==> config.mk <==
export PLATFORM = sky130hd
export DESIGN_NAME = cct_top
export DESIGN_NICKNAME = d
export VERILOG_FILES = /design/src/rtl/cct_pkg.sv /design/src/rtl/cct_pin_sync.sv /design/src/rtl/cct_counter.sv /design/src/rtl/cct_capture.sv /design/src/rtl/cct_top.sv
export SDC_FILE = /design/constraint.sdc
export NUM_CORES = 1
export LEC_CHECK = 0
export BUFFER_PORTS_ARGS = -buffer_cell sky130_fd_sc_hd__buf_2
export CAP_MARGIN = 20
export CORE_MARGIN = 2
export CORE_UTILIZATION = 47
export DETAILED_ROUTE_END_ITERATION = 7
export PLACE_DENSITY_LB_ADDON = 0.2
export RECOVER_POWER = 100
export REMOVE_ABC_BUFFERS = 1
export SLEW_MARGIN = 40
export SYNTH_ARGS = -nofsm -noshare
export SYNTH_HDL_FRONTEND = slang
export SYNTH_HIERARCHICAL = 1
export SYNTH_SLANG_ARGS = --single-unit
==> constraint.sdc <==
create_clock -name clk -period 2.07 [get_ports clk]
set_input_delay 0.5175 -clock clk [delete_from_list [all_inputs] [get_ports clk]]
set_output_delay 0.5175 -clock clk [all_outputs]
set_load 0.01 [all_outputs]
==> src/rtl/cct_pkg.sv <==
package cct_pkg;

    typedef struct packed {
        logic rise;
        logic fall;
    } edge_mode_t;

    function automatic edge_mode_t decode_edge(input logic [3:0] sel);
        edge_mode_t m;
        m = '0;
        case (sel)
            4'b1000: m.rise = 1'b1;
            4'b1001: m.fall = 1'b1;
            4'b1010,
            4'b1011: begin
                m.rise = 1'b1;
                m.fall = 1'b1;
            end
            default: m = '0;
        endcase
        return m;
    endfunction

endpackage

==> src/rtl/cct_pin_sync.sv <==
module cct_pin_sync
    import cct_pkg::*;
#(
    parameter int STAGES = 2
) (
    input  logic       clk,
    input  logic       rst,
    input  logic       pin,
    input  logic [3:0] sel,
    output logic       evt
);

    typedef struct packed {
        logic [STAGES-1:0] sync;
        logic              prev;
    } state_t;

    state_t     st_d, st_q;
    edge_mode_t mode;
    logic       lvl;

    always_comb begin
        st_d      = st_q;
        st_d.sync = {st_q.sync[STAGES-2:0], pin};
        st_d.prev = st_q.sync[STAGES-1];
    end

    always_ff @(posedge clk) begin
        if (rst) st_q <= '0;
        else     st_q <= st_d;
    end

    assign lvl  = st_q.sync[STAGES-1];
    assign mode = decode_edge(sel);
    assign evt  = (mode.rise & lvl & ~st_q.prev) | (mode.fall & ~lvl & st_q.prev);

    AST_NO_EVT_STEADY: assert property (@(posedge clk) disable iff (rst)
        (lvl == st_q.prev) |-> !evt) else $error("evt without level change");

    AST_NO_EVT_OFF: assert property (@(posedge clk) disable iff (rst)
        (sel[3] == 1'b0) |-> !evt) else $error("evt with trigger disabled");

endmodule

==> src/rtl/cct_counter.sv <==
module cct_counter #(
    parameter int CNT_W = 16
) (
    input  logic             clk,
    input  logic             rst,
    input  logic             en,
    input  logic             clr,
    output logic [CNT_W-1:0] lo,
    output logic [CNT_W-1:0] hi
);

    typedef struct packed {
        logic [CNT_W-1:0] lo;
        logic [CNT_W-1:0] hi;
    } state_t;

    state_t st_d, st_q;
    logic   lo_full;

    assign lo_full = (st_q.lo == {CNT_W{1'b1}});

    always_comb begin
        st_d = st_q;
        if (clr) begin
            st_d = '0;
        end else if (en) begin
            st_d.lo = st_q.lo + 1'b1;
            if (lo_full) st_d.hi = st_q.hi + 1'b1;
        end
    end

    always_ff @(posedge clk) begin
        if (rst) st_q <= '0;
        else     st_q <= st_d;
    end

    assign lo = st_q.lo;
    assign hi = st_q.hi;

    AST_HI_CARRY: assert property (@(posedge clk) disable iff (rst)
        (en && !clr && lo == {CNT_W{1'b1}}) |=> (lo == '0 && hi == $past(hi) + 1'b1))
        else $error("missing carry");

    AST_HI_STILL: assert property (@(posedge clk) disable iff (rst)
        (!clr && !(en && lo == {CNT_W{1'b1}})) |=> $stable(hi))
        else $error("upper moved without wrap");

    AST_CLEAR: assert property (@(posedge clk) disable iff (rst)
        clr |=> (lo == '0 && hi == '0)) else $error("clear failed");

endmodule

==> src/rtl/cct_capture.sv <==
module cct_capture #(
    parameter int CNT_W = 16
) (
    input  logic             clk,
    input  logic             rst,
    input  logic             own_evt,
    input  logic             other_evt,
    input  logic             xen,
    input  logic             flag_clr,
    input  logic [CNT_W-1:0] cnt,
    output logic [CNT_W-1:0] cap,
    output logic             flag
);

    typedef struct packed {
        logic [CNT_W-1:0] cap;
        logic             flag;
    } state_t;

    state_t st_d, st_q;
    logic   load;

    assign load = own_evt | (xen & other_evt);

    always_comb begin
        st_d = st_q;
        if (flag_clr) st_d.flag = 1'b0;
        if (load) begin
            st_d.cap  = cnt;
            st_d.flag = 1'b1;
        end
    end

    always_ff @(posedge clk) begin
        if (rst) st_q <= '0;
        else     st_q <= st_d;
    end

    assign cap  = st_q.cap;
    assign flag = st_q.flag;

    AST_OWN_LOAD: assert property (@(posedge clk) disable iff (rst)
        own_evt |=> (cap == $past(cnt) && flag)) else $error("own load wrong");

    AST_NO_CROSS: assert property (@(posedge clk) disable iff (rst)
        (!own_evt && !xen) |=> $stable(cap)) else $error("capture without enable");

    AST_FLAG_CLR: assert property (@(posedge clk) disable iff (rst)
        (flag_clr && !own_evt && !other_evt) |=> !flag) else $error("flag not cleared");

endmodule

==> src/rtl/cct_top.sv <==
module cct_top #(
    parameter int CNT_W       = 16,
    parameter int SYNC_STAGES = 2
) (
    input  logic             clk,
    input  logic             rst,
    input  logic             count_en,
    input  logic             cnt_clear,
    input  logic             pin_lo,
    input  logic             pin_hi,
    input  logic [3:0]       edge_sel_lo,
    input  logic [3:0]       edge_sel_hi,
    input  logic             xen_lo,
    input  logic             xen_hi,
    input  logic             flag_clr_lo,
    input  logic             flag_clr_hi,
    output logic [CNT_W-1:0] cnt_lo,
    output logic [CNT_W-1:0] cnt_hi,
    output logic [CNT_W-1:0] cap_lo,
    output logic [CNT_W-1:0] cap_hi,
    output logic             cap_flag_lo,
    output logic             cap_flag_hi
);

    localparam int NCH = 2;

    logic [NCH-1:0]       pins;
    logic [3:0]           sels  [NCH];
    logic [NCH-1:0]       evts;
    logic [NCH-1:0]       xens;
    logic [NCH-1:0]       clrs;
    logic [CNT_W-1:0]     cnts  [NCH];
    logic [CNT_W-1:0]     caps  [NCH];
    logic [NCH-1:0]       flags;

    assign pins    = {pin_hi, pin_lo};
    assign sels[0] = edge_sel_lo;
    assign sels[1] = edge_sel_hi;
    assign xens    = {xen_hi, xen_lo};
    assign clrs    = {flag_clr_hi, flag_clr_lo};

    cct_counter #(.CNT_W(CNT_W)) i_counter (
        .clk (clk),
        .rst (rst),
        .en  (count_en),
        .clr (cnt_clear),
        .lo  (cnt_lo),
        .hi  (cnt_hi)
    );

    assign cnts[0] = cnt_lo;
    assign cnts[1] = cnt_hi;

    for (genvar c = 0; c < NCH; c++) begin : g_ch
        cct_pin_sync #(.STAGES(SYNC_STAGES)) i_sync (
            .clk (clk),
            .rst (rst),
            .pin (pins[c]),
            .sel (sels[c]),
            .evt (evts[c])
        );

        cct_capture #(.CNT_W(CNT_W)) i_cap (
            .clk       (clk),
            .rst       (rst),
            .own_evt   (evts[c]),
            .other_evt (evts[NCH-1-c]),
            .xen       (xens[c]),
            .flag_clr  (clrs[c]),
            .cnt       (cnts[c]),
            .cap       (caps[c]),
            .flag      (flags[c])
        );
    end

    assign cap_lo      = caps[0];
    assign cap_hi      = caps[1];
    assign cap_flag_lo = flags[0];
    assign cap_flag_hi = flags[1];

    AST_CROSS_HI: assert property (@(posedge clk) disable iff (rst)
        (xen_hi && evts[0]) |=> (cap_hi == $past(cnt_hi) && cap_flag_hi))
        else $error("cross load of upper channel wrong");

    AST_CROSS_LO: assert property (@(posedge clk) disable iff (rst)
        (xen_lo && evts[1]) |=> (cap_lo == $past(cnt_lo) && cap_flag_lo))
        else $error("cross load of lower channel wrong");

    AST_ISOLATE_LO: assert property (@(posedge clk) disable iff (rst)
        (!xen_lo && !evts[0] && !flag_clr_lo) |=> ($stable(cap_lo) && $stable(cap_flag_lo)))
        else $error("lower channel disturbed");

endmodule

==> run metrics <==
total routed wirelength=6772 um; post-DR vias/cell=5.216; EDFF count, synth=0; core area=a little under 7000 um2; Slew Limit Headroom=0.2591; top post-synthesis cells by area=dfxtp_1 (44%), nand2b_1 (13%), mux2i_1 (10%); crit path DAT=~2.2 ns; routability congestion estimate from global placement=roughly 0.86; Top delay family on crit path=simple AND/OR/NAND/NOR gates; Final Critical Period=between 1.5 and 2 ns; clk_lat worst skew=roughly 0.35 ns; std cell rows=30; reg2reg end=i_counter/hi[13]; fmax=519.6 MHz; max_cap viols=0; share of cells above drive strength 1=0.1390; htree depth=3; GRT Overall Usage=0.1870; min-delay worst type=in2reg; synth warn=6; Reg clk slew, reported paths=about 0.07 ns; Hold Violations, Final=0; GRT overflow=0; Detail Placement HPWL=roughly 4600 um; I/O pin cnt=between 80 and 90; crit path capture type=register; P_leak=between 1.5 and 2 nW; CP endpoint=i_counter/hi[13]; initial antenna violation count=0; wire per inst=~13 um; CP Class=reg2reg; Synth top cells by count=dfxtp_1 (72), nand2b_1 (66), mux2i_1 (34), a21oi_1 (19); FF-to-FF Start=i_counter/hi[4]; top-count cell post-synth=dfxtp_1; Final Max Tran Viols=0; Crit path largest cell delay=between 0.5 and 0.6 ns; Crit path depth=4; prevailing post-synth register cell=dfxtp_1; largest net degree at the start of global routing=73; Inserted Diodes=0; Residual DRC=0; Starting Density=0.4809; crit path launch type=register; Fillers=~670; cts bufs inserted=9; Cell Area, Synth=~3200 um2; Peak VDD IR=between 400 and 500 uV; crit share post-route=0.9298; area leader, netlist=dfxtp_1; fraction of registers with async set/reset=0; first-pass GRT wire length=11,340 um; total iterations of the first detailed-routing run=4; Util after Layout=0.5807; slowest cell on the critical path=or4_4; Final setup viols=0; Max Fanout on Critical Path=8; reg2reg path depth=4; via total after detailed routing=between 2,000 and 3,000; Layout Nets=about 450; RSZ-0062 raised after global routing=false; CP bufs+invs=0; initial drt markers=83; clock skew=approximately 0.0085 ns; clock buffer depth=2; Unique masters post-synth=35; synthesized flop and latch total=72; Root Driver=clkbuf_8; area added between synthesis and finish=20.75%; CTS tree=built; Worst Max-Slew Pin Slew=approximately 1.1 ns; sequential element share of the synthesized area=0.4436; synthesized instance count=339; PortBufs=83; Syn Area/Cell=roughly 9.6 um2; total power=0.002764 W; worst-path cell chain=nand4_2, or4_4, or4_1, a21oi_1; Die Span X=~87 um; Setup crit start=i_counter/hi[4]; CTS Sinks=~70; status=complete, no violations; Die ar.=7594 um2; worst reg-to-reg setup slack=0.15 ns; vias in the first global route=about 2,500; area share of the largest cell type after synthesis=0.4436; Die Height=~87 um; CP required=2.34 ns; antenna-violating nets left=0; PwrDens=between 700 and 800 nW/um2; total setup buffers inserted after CTS=0
-- worst min-delay path by stage --
stage | start | to | slack (ns) | cells after the start
floorplan | g_ch[0].i_sync/st_d[2] | g_ch[0].i_sync/lvl | 0.41 | 1
global placement | g_ch[0].i_sync/st_d[2] | g_ch[0].i_sync/lvl | 0.42 | 1
detailed placement | g_ch[0].i_sync/st_d[2] | g_ch[0].i_sync/lvl | 0.43 | 1
CTS | pin_lo | g_ch[0].i_sync/st_d[2] | 0.38 | 2
global route | pin_lo | g_ch[0].i_sync/st_d[2] | 0.39 | 2
finish | pin_lo | g_ch[0].i_sync/st_d[2] | 0.39 | 2
-- cells by family after synthesis --
| logic type | synth area share |
|---|---|
| buffers and inverters | 0.04043 |
| DFF | 0.4436 |
| xor gates and xnor gates | 0.04313 |
| and+or+nand+nor | 0.2742 |
| AOI/OAI and AO/OA | 0.08625 |
| adders and majority gates | 0.007700 |
| muxes | 0.1047 |
-- power by group --
part / switching [W] / leakage (nW) / internal, W / total (W)
clock: 0.000519 / 0.119 / 0.000742 / 0.00126
sequential: 0.00000351 / 0.581 / 0.00139 / 0.00139
combinational: 0.0000540 / 0.842 / 0.0000540 / 0.000108
total: 0.000576 / 1.54 / 0.00219 / 0.00276
-- placed cells by master (no fill, tap or decap), types with 2 or more instances in the layout --
| cell | n |
|---|---|
| a21oi_1 | 19 |
| clkbuf_1 | 66 |
| clkbuf_2 | 3 |
| ha_1 | 2 |
| buf_4 | 6 |
| or4_1 | 8 |
| nand4_1 | 9 |
| clkinv_2 | 2 |
| nor2_1 | 14 |
| mux2i_1 | 34 |
| o31ai_1 | 9 |
| or3_1 | 8 |
| and4_1 | 4 |
| nor4_1 | 3 |
| bufinv_16 | 2 |
| a21oi_4 | 2 |
| nand2b_1 | 66 |
| o21ai_0 | 7 |
| nor3_1 | 2 |
| nor2b_1 | 6 |
| buf_2 | 27 |
| dfxtp_1 | 71 |
| nand2_1 | 9 |
| clkbuf_8 | 11 |
| and3_1 | 2 |
| o2111a_1 | 2 |
| xor2_1 | 11 |
| inv_1 | 7 |
| xnor2_1 | 5 |
| nand3_1 | 9 |
-- what timing repair did --
action                                  CTS  global route
gates resized for setup                   0             3
hold buffers                              0             0
endpoints found under the hold margin     0             0
endpoints found under the setup margin    0             3
-- final cells by class --
type / instances / area (um2) / area share
Clock buffer: 11 / 151.4 / 0.03858
Tap cell: 80 / 100.1 / 0.02551
Multi-Input combinational cell: 242 / 1682 / 0.4286
Timing Repair Buffer: 102 / 442.9 / 0.1129
Clock inverter: 5 / 78.83 / 0.02009
Sequential cell: 72 / 1443 / 0.3677
Inverter: 7 / 26.28 / 0.006696
-- registers in the layout, summed over array words and instances, names as in the netlist --
name / flops
g_ch.i_cap/flag: 2
g_ch.i_sync/st_d: 2
g_ch.i_cap/cap: 32
i_counter/lo: 16
g_ch.i_sync/st_q: 2
i_counter/hi: 16
g_ch.i_sync/lvl: 2
-- through the flow --
| stage | setup WS, ns | hold slack [ns] | instance area, um2 | cells | setup TNS [ns] |
|---|---|---|---|---|---|
| 2_1_floorplan | -0.4654 | 0.4138 | 3144 | 321 | -4.238 |
| 3_3_place_gp | 0.1441 | 0.4190 | 3827 | 503 | 0 |
| 3_5_place_dp | 0.08919 | 0.4277 | 3827 | 503 | 0 |
| 4_1_cts | 0.06455 | 0.3793 | 4058 | 519 | 0 |
| 5_1_grt | 0.02168 | 0.3892 | 3924 | 519 | 0 |
| 6_report | 0.1453 | 0.3894 | 3924 | 519 | 0 |
-- worst reg2reg max path, cell delays in order (launching register included) --
cell and delay [ns]:
dfxtp_1 0.47, nand4_2 0.19, or4_4 0.56, or4_1 0.48, a21oi_1 0.14
-- metal layers --
| layer | up-vias | GRT usage | share of wire | wire, um |
|---|---|---|---|---|
| met3 | 11 | 0.04076 | 0.050 | 341 |
| li1 | 1374 | - | - | - |
| met2 | 76 | 0.2894 | 0.44 | 2981 |
| met5 | - | 0 | 0 | 0 |
| met4 | 0 | 0.08531 | 0.018 | 125 |
| met1 | 1246 | 0.2500 | 0.49 | 3323 |
Power figures use the tool's default switching activity.
